**src/rtl/crcid_pkg.sv**
```systemverilog
package crcid_pkg;
   parameter int unsigned DEF_ID_W  = 64;
   parameter int unsigned DEF_CRC_W = 8;
   parameter logic [7:0]  DEF_POLY  = 8'h8C;   // reflected x^8+x^5+x^4+1
endpackage

```
**src/rtl/crcid_bitcnt.sv**
```systemverilog
module crcid_bitcnt #(
   parameter int unsigned ID_W  = 64,
   parameter int unsigned PAY_W = 56,
   localparam int unsigned CNT_W = $clog2(ID_W + 1)
) (
   input  logic clk,
   input  logic rst_n,
   input  logic clr_i,
   input  logic vld_i,
   output logic accept_o,
   output logic in_payload_o,
   output logic last_o,
   output logic full_o
);
   logic [CNT_W-1:0] cnt_q;

   assign full_o       = (cnt_q == CNT_W'(ID_W));
   assign accept_o     = vld_i && !full_o && !clr_i;
   assign in_payload_o = (cnt_q < CNT_W'(PAY_W));
   assign last_o       = accept_o && (cnt_q == CNT_W'(ID_W - 1));

   always_ff @(posedge clk or negedge rst_n) begin
      if (!rst_n)        cnt_q <= '0;
      else if (clr_i)    cnt_q <= '0;
      else if (accept_o) cnt_q <= cnt_q + 1'b1;
   end

   assert_cnt_bound_R9: assert property (@(posedge clk) disable iff (!rst_n)
      cnt_q <= CNT_W'(ID_W));
   assert_idle_hold_R9: assert property (@(posedge clk) disable iff (!rst_n)
      (!vld_i && !clr_i) |=> $stable(cnt_q));
endmodule

```
**src/rtl/crcid_lfsr.sv**
```systemverilog
module crcid_lfsr #(
   parameter int unsigned        W         = 8,
   parameter logic [W-1:0]       POLY      = 8'h8C,
   parameter bit                 REFLECTED = 1'b1
) (
   input  logic         clk,
   input  logic         rst_n,
   input  logic         clr_i,
   input  logic         en_i,
   input  logic         din_i,
   output logic [W-1:0] crc_o
);
   logic [W-1:0] crc_q, crc_nx;
   logic         fb;

   generate
      if (REFLECTED) begin : g_refl
         assign fb     = crc_q[0] ^ din_i;
         assign crc_nx = (crc_q >> 1) ^ (fb ? POLY : '0);
      end else begin : g_norm
         assign fb     = crc_q[W-1] ^ din_i;
         assign crc_nx = (crc_q << 1) ^ (fb ? POLY : '0);
      end
   endgenerate

   always_ff @(posedge clk or negedge rst_n) begin
      if (!rst_n)     crc_q <= '0;
      else if (clr_i) crc_q <= '0;
      else if (en_i)  crc_q <= crc_nx;
   end

   assign crc_o = crc_q;
endmodule

```
**src/rtl/crcid_shreg.sv**
```systemverilog
module crcid_shreg #(
   parameter int unsigned W = 64
) (
   input  logic         clk,
   input  logic         rst_n,
   input  logic         clr_i,
   input  logic         en_i,
   input  logic         din_i,
   output logic [W-1:0] q_o
);
   logic [W-1:0] q_q;

   always_ff @(posedge clk or negedge rst_n) begin
      if (!rst_n)     q_q <= '0;
      else if (clr_i) q_q <= '0;
      else if (en_i)  q_q <= {din_i, q_q[W-1:1]};
   end

   assign q_o = q_q;
endmodule

```
**src/rtl/rom_id_crc_check.sv**
```systemverilog
module rom_id_crc_check
   import crcid_pkg::*;
#(
   parameter int unsigned          ID_W      = DEF_ID_W,
   parameter int unsigned          CRC_W     = DEF_CRC_W,
   parameter logic [CRC_W-1:0]     POLY      = DEF_POLY,
   parameter bit                   REFLECTED = 1'b1
) (
   input  logic             clk,
   input  logic             rst_n,
   input  logic             start_i,
   input  logic             bit_vld_i,
   input  logic             bit_i,
   output logic             done_o,
   output logic             match_o,
   output logic [CRC_W-1:0] crc_o,
   output logic [ID_W-1:0]  id_o
);
   localparam int unsigned PAY_W = ID_W - CRC_W;

   generate
      if (CRC_W < 1 || ID_W <= CRC_W) begin : g_bad_width
         $error("rom_id_crc_check: ID_W must exceed CRC_W");
      end
      if (REFLECTED == 1'b0) begin : g_order_note
         if (CRC_W > 32) begin : g_bad_crc
            $error("rom_id_crc_check: CRC_W too wide");
         end
      end
   endgenerate

   logic             accept, in_pay, last, full;
   logic [CRC_W-1:0] crc_pay, crc_res;
   logic [ID_W-1:0]  id_q;
   logic             done_q;

   crcid_bitcnt #(.ID_W(ID_W), .PAY_W(PAY_W)) u_cnt (
      .clk(clk), .rst_n(rst_n), .clr_i(start_i), .vld_i(bit_vld_i),
      .accept_o(accept), .in_payload_o(in_pay), .last_o(last), .full_o(full));

   crcid_lfsr #(.W(CRC_W), .POLY(POLY), .REFLECTED(REFLECTED)) u_pay (
      .clk(clk), .rst_n(rst_n), .clr_i(start_i), .en_i(accept && in_pay),
      .din_i(bit_i), .crc_o(crc_pay));

   crcid_lfsr #(.W(CRC_W), .POLY(POLY), .REFLECTED(REFLECTED)) u_res (
      .clk(clk), .rst_n(rst_n), .clr_i(start_i), .en_i(accept),
      .din_i(bit_i), .crc_o(crc_res));

   crcid_shreg #(.W(ID_W)) u_id (
      .clk(clk), .rst_n(rst_n), .clr_i(start_i), .en_i(accept),
      .din_i(bit_i), .q_o(id_q));

   always_ff @(posedge clk or negedge rst_n) begin
      if (!rst_n) done_q <= 1'b0;
      else        done_q <= last && !start_i;
   end

   assign done_o  = done_q;
   assign match_o = done_q && (crc_pay == id_q[ID_W-1 -: CRC_W]);
   assign crc_o   = crc_pay;
   assign id_o    = id_q;

   assert_start_clears_R1: assert property (@(posedge clk) disable iff (!rst_n)
      start_i |=> (crc_pay == '0 && id_q == '0 && !done_q));
   assert_crc_frozen_R4: assert property (@(posedge clk) disable iff (!rst_n)
      (!in_pay && !start_i) |=> $stable(crc_pay));
   assert_done_pulse_R5: assert property (@(posedge clk) disable iff (!rst_n)
      done_q |=> !done_q);
   assert_match_qual_R6: assert property (@(posedge clk) disable iff (!rst_n)
      match_o |-> done_q);
   assert_match_residue_R6: assert property (@(posedge clk) disable iff (!rst_n)
      done_q |-> (match_o == (crc_res == '0)));
   assert_ignore_after_full_R7: assert property (@(posedge clk) disable iff (!rst_n)
      (full && !start_i) |=> ($stable(id_q) && !done_q));
endmodule

```
**config.mk**
```make
export PLATFORM = sky130hd
export DESIGN_NAME = rom_id_crc_check
export DESIGN_NICKNAME = d
export VERILOG_FILES = /design/src/rtl/crcid_pkg.sv /design/src/rtl/crcid_bitcnt.sv /design/src/rtl/crcid_lfsr.sv /design/src/rtl/crcid_shreg.sv /design/src/rtl/rom_id_crc_check.sv
export SDC_FILE = /design/constraint.sdc
export NUM_CORES = 1
export LEC_CHECK = 0
export ABC_AREA = 1
export BUFFER_PORTS_ARGS = -buffer_cell sky130_fd_sc_hd__buf_4
export CAP_MARGIN = 40
export CORE_MARGIN = 10
export CORE_UTILIZATION = 48
export DETAILED_ROUTE_END_ITERATION = 6
export PLACE_DENSITY_LB_ADDON = 0.1
export SLEW_MARGIN = 20
export SYNTH_ARGS = -nofsm -noshare
export SYNTH_HDL_FRONTEND = slang
export SYNTH_SLANG_ARGS = --single-unit
```
**constraint.sdc**
```tcl
create_clock -name clk -period 1.45 [get_ports clk]
set_clock_uncertainty 0.15 [all_clocks]
set_input_delay 0 -clock clk [delete_from_list [all_inputs] [get_ports clk]]
set_output_delay 0 -clock clk [all_outputs]
set_load 0.02 [all_outputs]
```
==> key figures <==
Run status
  • Run status: finished, violations left
  • Violated checks: setup timing

Job
  • Maxcap violations: 0

Floorplan
  • Core Area: 6794 sq um
  • Die area: 10,770 sq um
  • Starting Density: 49.59%
  • Die W: 103.8 um
  • IO Count: 79
  • Site Rows: 30
  • Die height: 103.8 um

Timing
  • Setup TNS: -8781 ps
  • Unrepaired setup endpoints after global routing: true
  • Slack of the critical path: -194.6 ps
  • Final Max Tran Viols: 0
  • Fin crit share: 113.4%
  • Final setup fails: 76
  • Worst-Margin Slew: 276.8 ps
  • Slew HR: 81.49%
  • Final Hold Viols: 0
  • Final min period: 1645 ps
  • Fmax achieved: 608.0 MHz

Power
  • Power per cell area: 835.3 nW/um^2
  • VDD IR max: 0.5135 mV
  • Leakage power: 2.885 nW

Detailed routing
  • Via count: 3,020
  • DR pass1 iterations: 4
  • Total Wirelength: 9000 um
  • DRC Markers: 0
  • DRT iter0 DRCs: 105
  • ANT nets after route: 0
  • Routed length per instance: 14.52 um
  • Vias per cell: 4.871

Global route
  • First-pass GRT wire length: 13,730 um
  • Largest net degree at the start of global routing: 43
  • Gr ovfl total: 0
  • Vias in the first global route: 2,837
  • Antenna violations before repair: 0
  • Total track usage: 14.90%

Yosys
  • Synthesized area: 3369 sq um
  • Post-synth net total: 407
  • Syn Area/Cell: 8.424 sq um
  • Post-synthesis sequential area ratio: 59.41%
  • Post-Syn Instances: 400
  • Unique cell type count in the Yosys netlist: 19
  • FF+latch count, synth: 80
  • Synthesis warning total: 0

Critical path
  • CP arrival: 1780 ps
  • CP max FO: 8
  • CP max-delay cell: dfrtp_1
  • Setup CP Type: flip-flop to flip-flop
  • Delay-heaviest family, CP: simple AND/OR/NAND/NOR gates
  • Crit path capture type: flip-flop
  • Max stage delay on crit path: 370 ps
  • CP cell instances: inv_2 -> ha_4 -> nand2_2 -> inv_2 -> nand3_4 -> nand2_4 -> nor2_4 -> buf_12 -> clkbuf_16 -> nand2_2 -> nand2_1
  • Worst Path Required: 1590 ps
  • Startpoint types: flip-flop
  • Crit path buf inv count: 4

Clocking
  • Clock Tree Buf Depth: 2
  • # H-tree levels: 3
  • Total CTS buffers: 9
  • Clock Latency Late Sink: 350 ps
  • CTS tree: yes
  • Num Clock Sinks: 80
  • Root Buffer: clkbuf_8
  • Clock-pin slew on the worst setup and hold paths: 90 ps

Placement
  • DP Area: 4244 sq um
  • Hpwl dp: 5604 um
  • PortBufs: 78
  • GPL Wtd Cong: 0.8320

Final layout
  • Layout cells sized above 1: 36.64%
  • Layout Nets: 527
  • Fin area: 4965 sq um
  • P&R area growth vs syn: 47.34%
  • Antenna Cells: 0

Worst hold path
  • Hold Path Class: input port to flip-flop
==> routing by layer <==
layer	share of wire (%)	vias up	global-route usage (%)	wire, um
met2	48	82	22.84	4313
met4	1.3	0	5.765	116
met3	6.0	16	3.717	539
met1	45	1461	19.78	4031
met5	0	-	0	0
li1	-	1461	-	-
==> state kept, by name (all words and copies together), names as in the netlist <==
name / flops
u_id.q_o: 64
u_cnt.cnt_q: 7
u_pay.crc_o: 8
done_o: 1
==> metrics by stage <==
stage / setup WS [ps] / util, % / std cells / power, mW / hold slack [ps]
2_1_floorplan: -82.24 / - / 400 / 2.488 / -445.6
3_3_place_gp: -62.86 / 62.47 / 582 / 2.649 / -210.8
3_5_place_dp: -132.5 / 62.47 / 582 / 2.651 / -211.9
4_1_cts: -118.7 / 66.35 / 606 / 4.055 / 292.7
5_1_grt: -271.4 / 73.08 / 620 / 4.313 / 342.7
6_report: -194.6 / 73.08 / 620 / 4.147 / 326.5
==> worst register-to-register path, stage by stage (launching register included) <==
cell and delay [ps]:
dfrtp_1 370, inv_2 60, ha_4 150, nand2_2 50
inv_2 40, nand3_4 60, nand2_4 80, nor2_4 160
buf_12 180, clkbuf_16 170, nand2_2 50, nand2_1 70
==> Yosys cell counts <==
library cell	n	share of area (%)
dfrtp_1	80	59
nor2_4	1	0.33
nor2_1	17	1.9
nand3_1	18	2.7
buf_2	6	0.89
inv_4	1	0.19
ha_1	2	0.74
or2_2	1	0.19
clkbuf_1	1	0.11
nand3_2	1	0.30
nand2_4	2	0.67
o21ai_0	10	1.5
nor3b_1	1	0.22
buf_4	7	1.6
inv_1	14	1.6
nand2_1	229	26
xnor2_1	3	0.78
xor2_1	5	1.3
nand4_1	1	0.19
==> power by group <==
| part | internal (mW) | switching, mW |
|---|---|---|
| registers | 2.25 | 0.0247 |
| clock network | 0.613 | 0.796 |
| logic | 0.211 | 0.253 |
==> cells in the final DEF (no fill, tap or decap), types with 2 or more instances in the layout <==
cell type	netlist	final
nand2_4	2	12
nand2_2	0	34
buf_6	0	5
buf_12	0	7
xnor2_1	3	3
o21ai_2	0	2
o21ai_0	10	4
inv_1	14	10
xor2_1	5	5
clkinvlp_4	0	2
buf_4	7	96
clkbuf_16	0	7
dfrtp_1	80	79
clkinv_2	0	2
dlygate4sd3_1	0	7
nor2_1	17	16
o21ai_1	0	4
nand2_1	229	185
nand3_1	18	17
inv_2	0	3
clkbuf_8	0	9
==> cells by family after synthesis <==
kind of cell,Yosys count,synth area share (%)
flops,80,59.41
simple gates,271,31.97
xor+xnor,8,2.080
compound gates,10,1.485
fa+ha+maj,2,0.7425
buf+inv,29,4.307
==> worst paths after layout <==
check,start,slack [ps],cells after the start,end
setup / recovery,u_cnt.cnt_q[1],-190,11,u_id.q_o[21]
hold / removal,start_i,330,5,u_cnt.cnt_q[6]
setup reg to reg,u_cnt.cnt_q[1],-190,11,u_id.q_o[21]
hold reg to reg,u_id.q_o[0],330,2,u_id.q_o[0]
max in group asynchronous,rst_n,180,4,u_id.q_o[11]
min in group asynchronous,rst_n,470,3,u_id.q_o[2]
==> area by class of cell <==
class	count	area, sq um
clock inverters	5	33.78
flip-flops and latches	80	2003
clock buffers	10	127.6
repair buffers	123	1177
inverters	15	71.32
well taps	96	120.1
fillers	490	1829
multi-input cells	291	1431
==> what timing repair did <==
action	in CTS	in global routing
hold buffers	7	0
gates resized for setup	11	67
cloned	0	10
buffers inserted	2	4
hold endpoints to repair	98	0
setup endpoints to repair	78	100
pin swaps	0	29
Note: power is estimated with default switching activity, not from simulation.
